<file path="src/rtl/board_id_pkg.sv">
package board_id_pkg;

    typedef enum logic [1:0] {
        ST_EMPTY   = 2'd0,
        ST_HOLD    = 2'd1,
        ST_DRAINED = 2'd2
    } id_state_t;

    typedef enum logic [1:0] {
        MD_IDLE = 2'd0,
        MD_LOAD = 2'd1,
        MD_READ = 2'd2
    } id_mode_t;

    function automatic id_mode_t decode_mode(input logic en_a, input logic en_b);
        if (en_a && !en_b)
            return MD_LOAD;
        else if (!en_a && en_b)
            return MD_READ;
        else
            return MD_IDLE;
    endfunction

endpackage

</file>
<file path="src/rtl/strobe_sync.sv">
module strobe_sync #(
    parameter int STAGES = 2
) (
    input  logic clk,
    input  logic rst_n,
    input  logic strobe_n,
    output logic rise
);
    logic [STAGES:0] pipe;

    always_ff @(posedge clk or negedge rst_n) begin
        if (!rst_n)
            pipe <= '1;
        else
            pipe <= {pipe[STAGES-1:0], strobe_n};
    end

    assign rise = pipe[STAGES-1] & ~pipe[STAGES];

    // one completed pulse yields a single-cycle step
    a_r9_single_step: assert property (@(posedge clk) disable iff (!rst_n)
        rise |=> !rise);

endmodule

</file>
<file path="src/rtl/id_shift_fsm.sv">
module id_shift_fsm
    import board_id_pkg::*;
#(
    parameter int              WIDTH   = 8,
    parameter logic [WIDTH-1:0] ID_CODE = 8'hC2
) (
    input  logic clk,
    input  logic rst_n,
    input  logic step,
    input  logic card_reset,
    input  logic en_a,
    input  logic en_b,
    output logic serial_bit
);
    localparam int CW = $clog2(WIDTH + 1);

    id_state_t        state, state_n;
    logic [WIDTH-1:0] sreg, sreg_n;
    logic [CW-1:0]    cnt, cnt_n;
    id_mode_t         mode;
    logic             act;

    assign mode = decode_mode(en_a, en_b);
    assign act  = step && card_reset;

    always_ff @(posedge clk or negedge rst_n) begin
        if (!rst_n)
            state <= ST_EMPTY;
        else
            state <= state_n;
    end

    always_ff @(posedge clk or negedge rst_n) begin
        if (!rst_n) begin
            sreg <= '0;
            cnt  <= '0;
        end else begin
            sreg <= sreg_n;
            cnt  <= cnt_n;
        end
    end

    always_comb begin
        state_n = state;
        sreg_n  = sreg;
        cnt_n   = cnt;
        if (act && mode == MD_LOAD) begin
            state_n = ST_HOLD;
            sreg_n  = ID_CODE;
            cnt_n   = '0;
        end else if (act && mode == MD_READ) begin
            unique case (state)
                ST_EMPTY: begin
                    state_n = ST_EMPTY;
                end
                ST_HOLD: begin
                    sreg_n = sreg >> 1;
                    cnt_n  = cnt + 1'b1;
                    if (cnt == CW'(WIDTH - 1))
                        state_n = ST_DRAINED;
                end
                ST_DRAINED: begin
                    sreg_n = '0;
                end
                default: state_n = ST_EMPTY;
            endcase
        end
    end

    assign serial_bit = sreg[0];

    a_r1_load_code: assert property (@(posedge clk) disable iff (!rst_n)
        (step && card_reset && en_a && !en_b) |=> (sreg == ID_CODE));

    a_r3_shift_right: assert property (@(posedge clk) disable iff (!rst_n)
        (step && card_reset && !en_a && en_b && state == ST_HOLD)
            |=> (sreg == ($past(sreg) >> 1)));

    a_r4_drained_zero: assert property (@(posedge clk) disable iff (!rst_n)
        (state == ST_DRAINED) |-> (sreg == '0));

    a_r7_gated: assert property (@(posedge clk) disable iff (!rst_n)
        !card_reset |=> $stable(sreg));

    a_r8_idle_mode: assert property (@(posedge clk) disable iff (!rst_n)
        (en_a == en_b) |=> $stable(sreg));

    a_r10_count_bound: assert property (@(posedge clk) disable iff (!rst_n)
        cnt <= CW'(WIDTH));

endmodule

</file>
<file path="src/rtl/board_id_shifter.sv">
module board_id_shifter #(
    parameter int               WIDTH       = 8,
    parameter logic [WIDTH-1:0] ID_CODE     = 8'hC2,
    parameter int               SYNC_STAGES = 2
) (
    input  logic clk,
    input  logic rst_n,
    input  logic card_reset,
    input  logic strobe_n,
    input  logic cen_a,
    input  logic cen_b,
    input  logic present_n,
    output logic detect_n
);
    logic step;
    logic serial_bit;

    strobe_sync #(.STAGES(SYNC_STAGES)) u_sync (
        .clk      (clk),
        .rst_n    (rst_n),
        .strobe_n (strobe_n),
        .rise     (step)
    );

    id_shift_fsm #(.WIDTH(WIDTH), .ID_CODE(ID_CODE)) u_fsm (
        .clk        (clk),
        .rst_n      (rst_n),
        .step       (step),
        .card_reset (card_reset),
        .en_a       (cen_a),
        .en_b       (cen_b),
        .serial_bit (serial_bit)
    );

    assign detect_n = card_reset ? serial_bit : present_n;

    // outside identity mode the detect line is the card-present level
    a_r6_passthrough: assert property (@(posedge clk) disable iff (!rst_n)
        (!card_reset && !$past(card_reset)) |-> (detect_n == present_n));

endmodule

</file>
<file path="config.mk">
export PLATFORM = sky130hd
export DESIGN_NAME = board_id_shifter
export DESIGN_NICKNAME = d
export VERILOG_FILES = /design/src/rtl/board_id_pkg.sv /design/src/rtl/strobe_sync.sv /design/src/rtl/id_shift_fsm.sv /design/src/rtl/board_id_shifter.sv
export SDC_FILE = /design/constraint.sdc
export NUM_CORES = 1
export LEC_CHECK = 0
export BUFFER_PORTS_ARGS = -buffer_cell sky130_fd_sc_hd__buf_2
export CAP_MARGIN = 25
export CORE_MARGIN = 1
export CORE_UTILIZATION = 50
export CTS_CLUSTER_DIAMETER = 50
export CTS_CLUSTER_SIZE = 8
export DETAILED_ROUTE_END_ITERATION = 6
export GPL_ROUTABILITY_DRIVEN = 0
export HOLD_SLACK_MARGIN = 0.06
export PLACE_DENSITY_LB_ADDON = 0.1
export SLEW_MARGIN = 20
export SYNTH_ARGS = -nofsm -noshare
export SYNTH_HDL_FRONTEND = slang
export SYNTH_SLANG_ARGS = --single-unit
</file>
<file path="constraint.sdc">
create_clock -name clk -period 1.6 [get_ports clk]
set_input_delay 0.08 -clock clk [delete_from_list [all_inputs] [get_ports clk]]
set_output_delay 0.08 -clock clk [all_outputs]
set_load 0.05 [all_outputs]
</file>
# Word level (Yosys, flattened, before mapping)
# Cells that the tools add are included.
# classes
add_sub_neg	1
n_eq_ne	7
mux	13
n_bitwise	2
n_reduce_logical	13
# ops
cell	n
2-to-1 mux 8 bit	2
case mux 8 bit (2 select lines)	1
2-to-1 mux 4 bit	3
2-to-1 mux 2 bit	5
logical AND 1 bit	5
adder 4 x 1 -> 4 bit (second input constant)	1
== test 2 x 1 -> 1 bit (second input constant)	2
== test 2 bit (second input constant)	2
== test 4 x 3 -> 1 bit (second input constant)	1
case mux 2 bit (2 select lines)	1
AND reduction 2 bit	2
nonzero test 2 bit	2
inequality test 3 x 1 -> 1 bit (second input constant)	1
AND reduction 3 bit	1
nonzero test 3 bit	1
zero test 1 bit	2
inequality test 2 x 1 -> 1 bit (second input constant)	1
AND 1 bit	1
2-to-1 mux 1 bit	1
inverter 1 bit	1
# totals
regBits	17
in_bits	7
word_cells	40

# Depth between registers and ports, before layout
# logic_depth
word_depth	8
ltp_mapped	5
ltp_nobuf	5

# Cells and area by module
# Synthesis repeated with hierarchy kept, for this count alone.
# unflattened
hier_cells	65
area_unflattened_um2	798.3
# modules_own_cells
mod	instances	cells_each	area_each_um2	seq_area_each_um2
id_shift_fsm	1	60	690.7	350.3
strobe_sync	1	4	92.6	78.8
board_id_shifter	1	1	15.0	0.0

# Worst setup path before layout
# No wires, ideal clock.
# synth_timing
kind	register to register
from	register u_fsm.state[0]
to	register u_fsm.sreg[0]
arrival_ns	1.440
path_slack_ns	0.093
path_stages_with_launch	6
path_buffers	0
synth_period_minus_slack_ns	1.507
path_cell_list	dfrtp_1 -> inv_1 -> ha_1 -> or3b_4 -> nor4_4 -> a22o_1
# synth_via
elab_chain_cells	4
# synth_rtl
element	line_no	rtl
start, declared	id_shift_fsm.sv:17	id_state_t state, state_n;
start signal, assigned	id_shift_fsm.sv:30	state <= state_n;
== test 2 bit / == test 2 x 1 -> 1 bit (equally long branches)	id_shift_fsm.sv:52	unique case (state)
case mux 8 bit (2 select lines)	id_shift_fsm.sv:52	
2-to-1 mux 8 bit	id_shift_fsm.sv:51	end else if (act && mode == MD_READ) begin
2-to-1 mux 8 bit	id_shift_fsm.sv:47	if (act && mode == MD_LOAD) begin
end signal, assigned	id_shift_fsm.sv:38	sreg <= sreg_n;
end, declared	id_shift_fsm.sv:18	logic [WIDTH-1:0] sreg, sreg_n;
# Several ways; a longest one is shown, not always the timed one. The select of a mux whose other input is x is not followed.
# A chain may end at the register's enable or synchronous reset.

# Final worst setup path
# layout_timing
from	register u_fsm.state[0]
to	register u_fsm.sreg[4]
# Same word-level chain as after synthesis.

==> run summary <==
Status = finished, final reports clean
Clock slew at reported path FFs = 0.10 ns
Post-DR wirelength/cell = 14.57 um
Vias in the first global route = 628
Flop-to-flop setup slack = 0.05 ns
Setup TNS = 0 ns
Crit Reg-Reg Endpoint = u_fsm.sreg[4]
Clk Latency, worst-skew pair = 0.28 ns
Cell Pwr Density = 933.5 nW/um2
Seq/Total Area, Yosys = 0.4886
Total grt overflow = 0
Fraction of layout instances using a drive strength above 1 = 0.3085
Crit path launch type = flop
Seq cells post-synth = 17
Min-Delay Path Class = in2reg
Cell variety after synth = 37
Setup ws final = 0.05039 ns
Most common cell after layout, fill and taps aside = dfrtp_1
Fmax = 645.3 MHz
Worst hold stages = 3
I/O Pins = 8
Max H-tree Level = 1
Unrepaired setup endpoints after global routing = yes
Total GRT Usage = 0.2012
Ys Warns = 0
Largest net degree at the start of global routing = 18
Routed vias/inst = 6.000
# diodes = 0
Fin crit period = 1.550 ns
Worst slew margin = 0.7486
Cell Area, Synth = 878.3 um2
VDD IR max = 676.7 uV
# clock sinks = 17
Yosys top cell area share = 0.3989
Final Skew = 0.002804 ns
Num CTS Buffers = 3
Nets = 105
Synth area leader = dfrtp_1
Slew @ Worst Pin = 0.3771 ns
Slowest stage delay, CP = 0.41 ns
Area contributors post-synth = dfrtp_1 (40%), dfstp_2 (9.0%), o21ai_0 (5.1%)
Hold path start = cen_b
First DRT Iteration DRCs = 26
Syn Nets = 91
Worst-case reg-to-reg path depth = 5
Largest buffer count on any clock path = 2
CP Max Fanout = 5
Die Span X = 43.91 um
Via count = 660
Max Cap Viol = 0
CTS tree = yes
Crit-path cells = inv_2 -> ha_4 -> or3b_4 -> nor4_4 -> a22o_1
WL final = 1603 um
Crit path kind = reg2reg
Core footprint = 1577 um2
WP data required = 1.83 ns
Fin crit share = 0.9685
Max-slew violation count = 0
Initial antenna violation count = 0
Leakage = 0.0004314 uW
# setup viols final = 0
Synth Instances = 81
Slowest cell on crit path = or3b_4
Crit path capture type = flop
Arrival @ worst endpoint = 1.78 ns
HPWL after detailed placement = 1141 um
Worst flop-to-flop path startpoint = u_fsm.state[0]
Die footprint = 1928 um2
Global-route wire length before repair = 2787 um
Avg Inst Size Synth = 10.84 um2
DR pass1 iterations = 6
Routed Antenna Nets = 0
Layout Area Growth over Synthesis = 14.96%
Number of port buffers = 7
Die Y = 43.91 um
Remaining DRCs = 0
Initial Utilization = 0.5571
Root Buffer = clkbuf_4
Worst slack, placed = -0.02124 ns
WHS Endpoint = u_fsm.cnt[1]
Rows = 14
Most frequent cells in the layout = dfrtp_1 (14), o21ai_0 (9), buf_2 (7), nand2_1 (5)
Final hold vios = 0
[sequential cells by signal (all words and copies together) (netlist names)]
register     flops
u_fsm.sreg       8
u_fsm.cnt        4
u_sync.pipe      3
u_fsm.state      2
[how the worst max path moves through the flow]
| stage | start | to | slack [ns] | cells past startpoint |
|---|---|---|---|---|
| 2_1_floorplan | u_fsm.state[0] | u_fsm.sreg[0] | 0.09 | 5 |
| 3_3_place_gp | u_fsm.state[0] | u_fsm.sreg[4] | 0.04 | 5 |
| 3_5_place_dp | u_fsm.state[0] | u_fsm.sreg[4] | -0.02 | 5 |
| 4_1_cts | u_fsm.state[0] | u_fsm.sreg[4] | 0.01 | 5 |
| 5_1_grt | u_fsm.state[0] | u_fsm.sreg[3] | -0.02 | 5 |
| 6_report | u_fsm.state[0] | u_fsm.sreg[4] | 0.05 | 5 |
[layer usage]
layer,up-vias,GRT usage,part of all wire
li1,331,-,-
met1,309,0.2949,0.51
met2,18,0.2896,0.43
met3,2,0.03750,0.052
met4,0,0.09091,0.0081
met5,-,0,0
[power breakdown]
group	leakage, uW	internal, uW	total, uW	switching [uW]
combinational	0.000210	87.8	191	103
clock	0.0000177	92.7	223	130
sequential	0.000204	488	529	40.7
[per-stage QoR]
stage                 util  cells  total power, uW  instance area (um2)  hold WS, ns
floorplan                -     81            657.7                878.3      -0.2156
global route        0.6405    110             1001                 1010       0.1501
finish              0.6405    110            942.6                 1010       0.1320
CTS                 0.6373    110            950.4                 1005       0.1186
detailed placement  0.5960    104            712.3                939.7      0.02204
global placement    0.5960    104            705.1                939.7      0.01779
[synth_stat cells]
master    instances
nand2_1           5
o221ai_1          1
buf_6             1
clkbuf_1          2
a32oi_1           1
or2b_1            1
buf_2             1
a31oi_1           1
nand3b_1          3
or2_2             1
nor2b_1           3
nor3b_1           1
dfrtp_1          14
a21oi_1           1
o21ai_1           1
mux2_2            1
nand4_1           1
and2_2            1
and2b_2           1
ha_1              3
a21o_1            1
inv_1             3
or4_1             1
a211oi_1          2
nor4_4            1
or3b_4            1
o211ai_1          2
o311ai_0          1
nand2b_1          1
a22o_1            4
and3b_1           1
nand3_1           3
o21ai_0           9
dfstp_2           3
o31ai_1           1
nor4_1            1
nand4b_1          2
[critical path, delay by kind of cell (launching register included)]
kind | cells | cell delay [ns]
simple gates | 2 | 0.64
flops | 1 | 0.40
fa+ha+maj | 1 | 0.20
compound gates | 1 | 0.17
buf+inv | 1 | 0.08
[cells by family (layout without fill, tap and decap cells)]
kind of cell    Yosys count  after routing  share of synthesized area
simple gates             28             28                     0.2251
compound gates           25             25                     0.1909
flops                    17             17                     0.4886
buf+inv                   7             20                    0.03988
fa+ha+maj                 3              3                    0.04274
mux                       1              1                    0.01282
[layout make-up]
cell class	count	area [um2]
inverter	3	11.26
sequential	17	429.2
tap	16	20.02
fill	134	566.8
multi-input combinational	57	436.7
clock inverter	1	5.005
timing repair buffer	13	85.08
clock buffer	3	22.52
[what timing repair did]
action                                  4_1_cts  5_1_grt
endpoints found under the setup margin        4        7
hold buffers                                  2        0
gates cloned                                  0        0
setup buffers                                 0        0
hold endpoints to repair                     18        0
resized for setup                             2        3
pin swaps                                     1        3
Power figures use the tool's default switching activity.
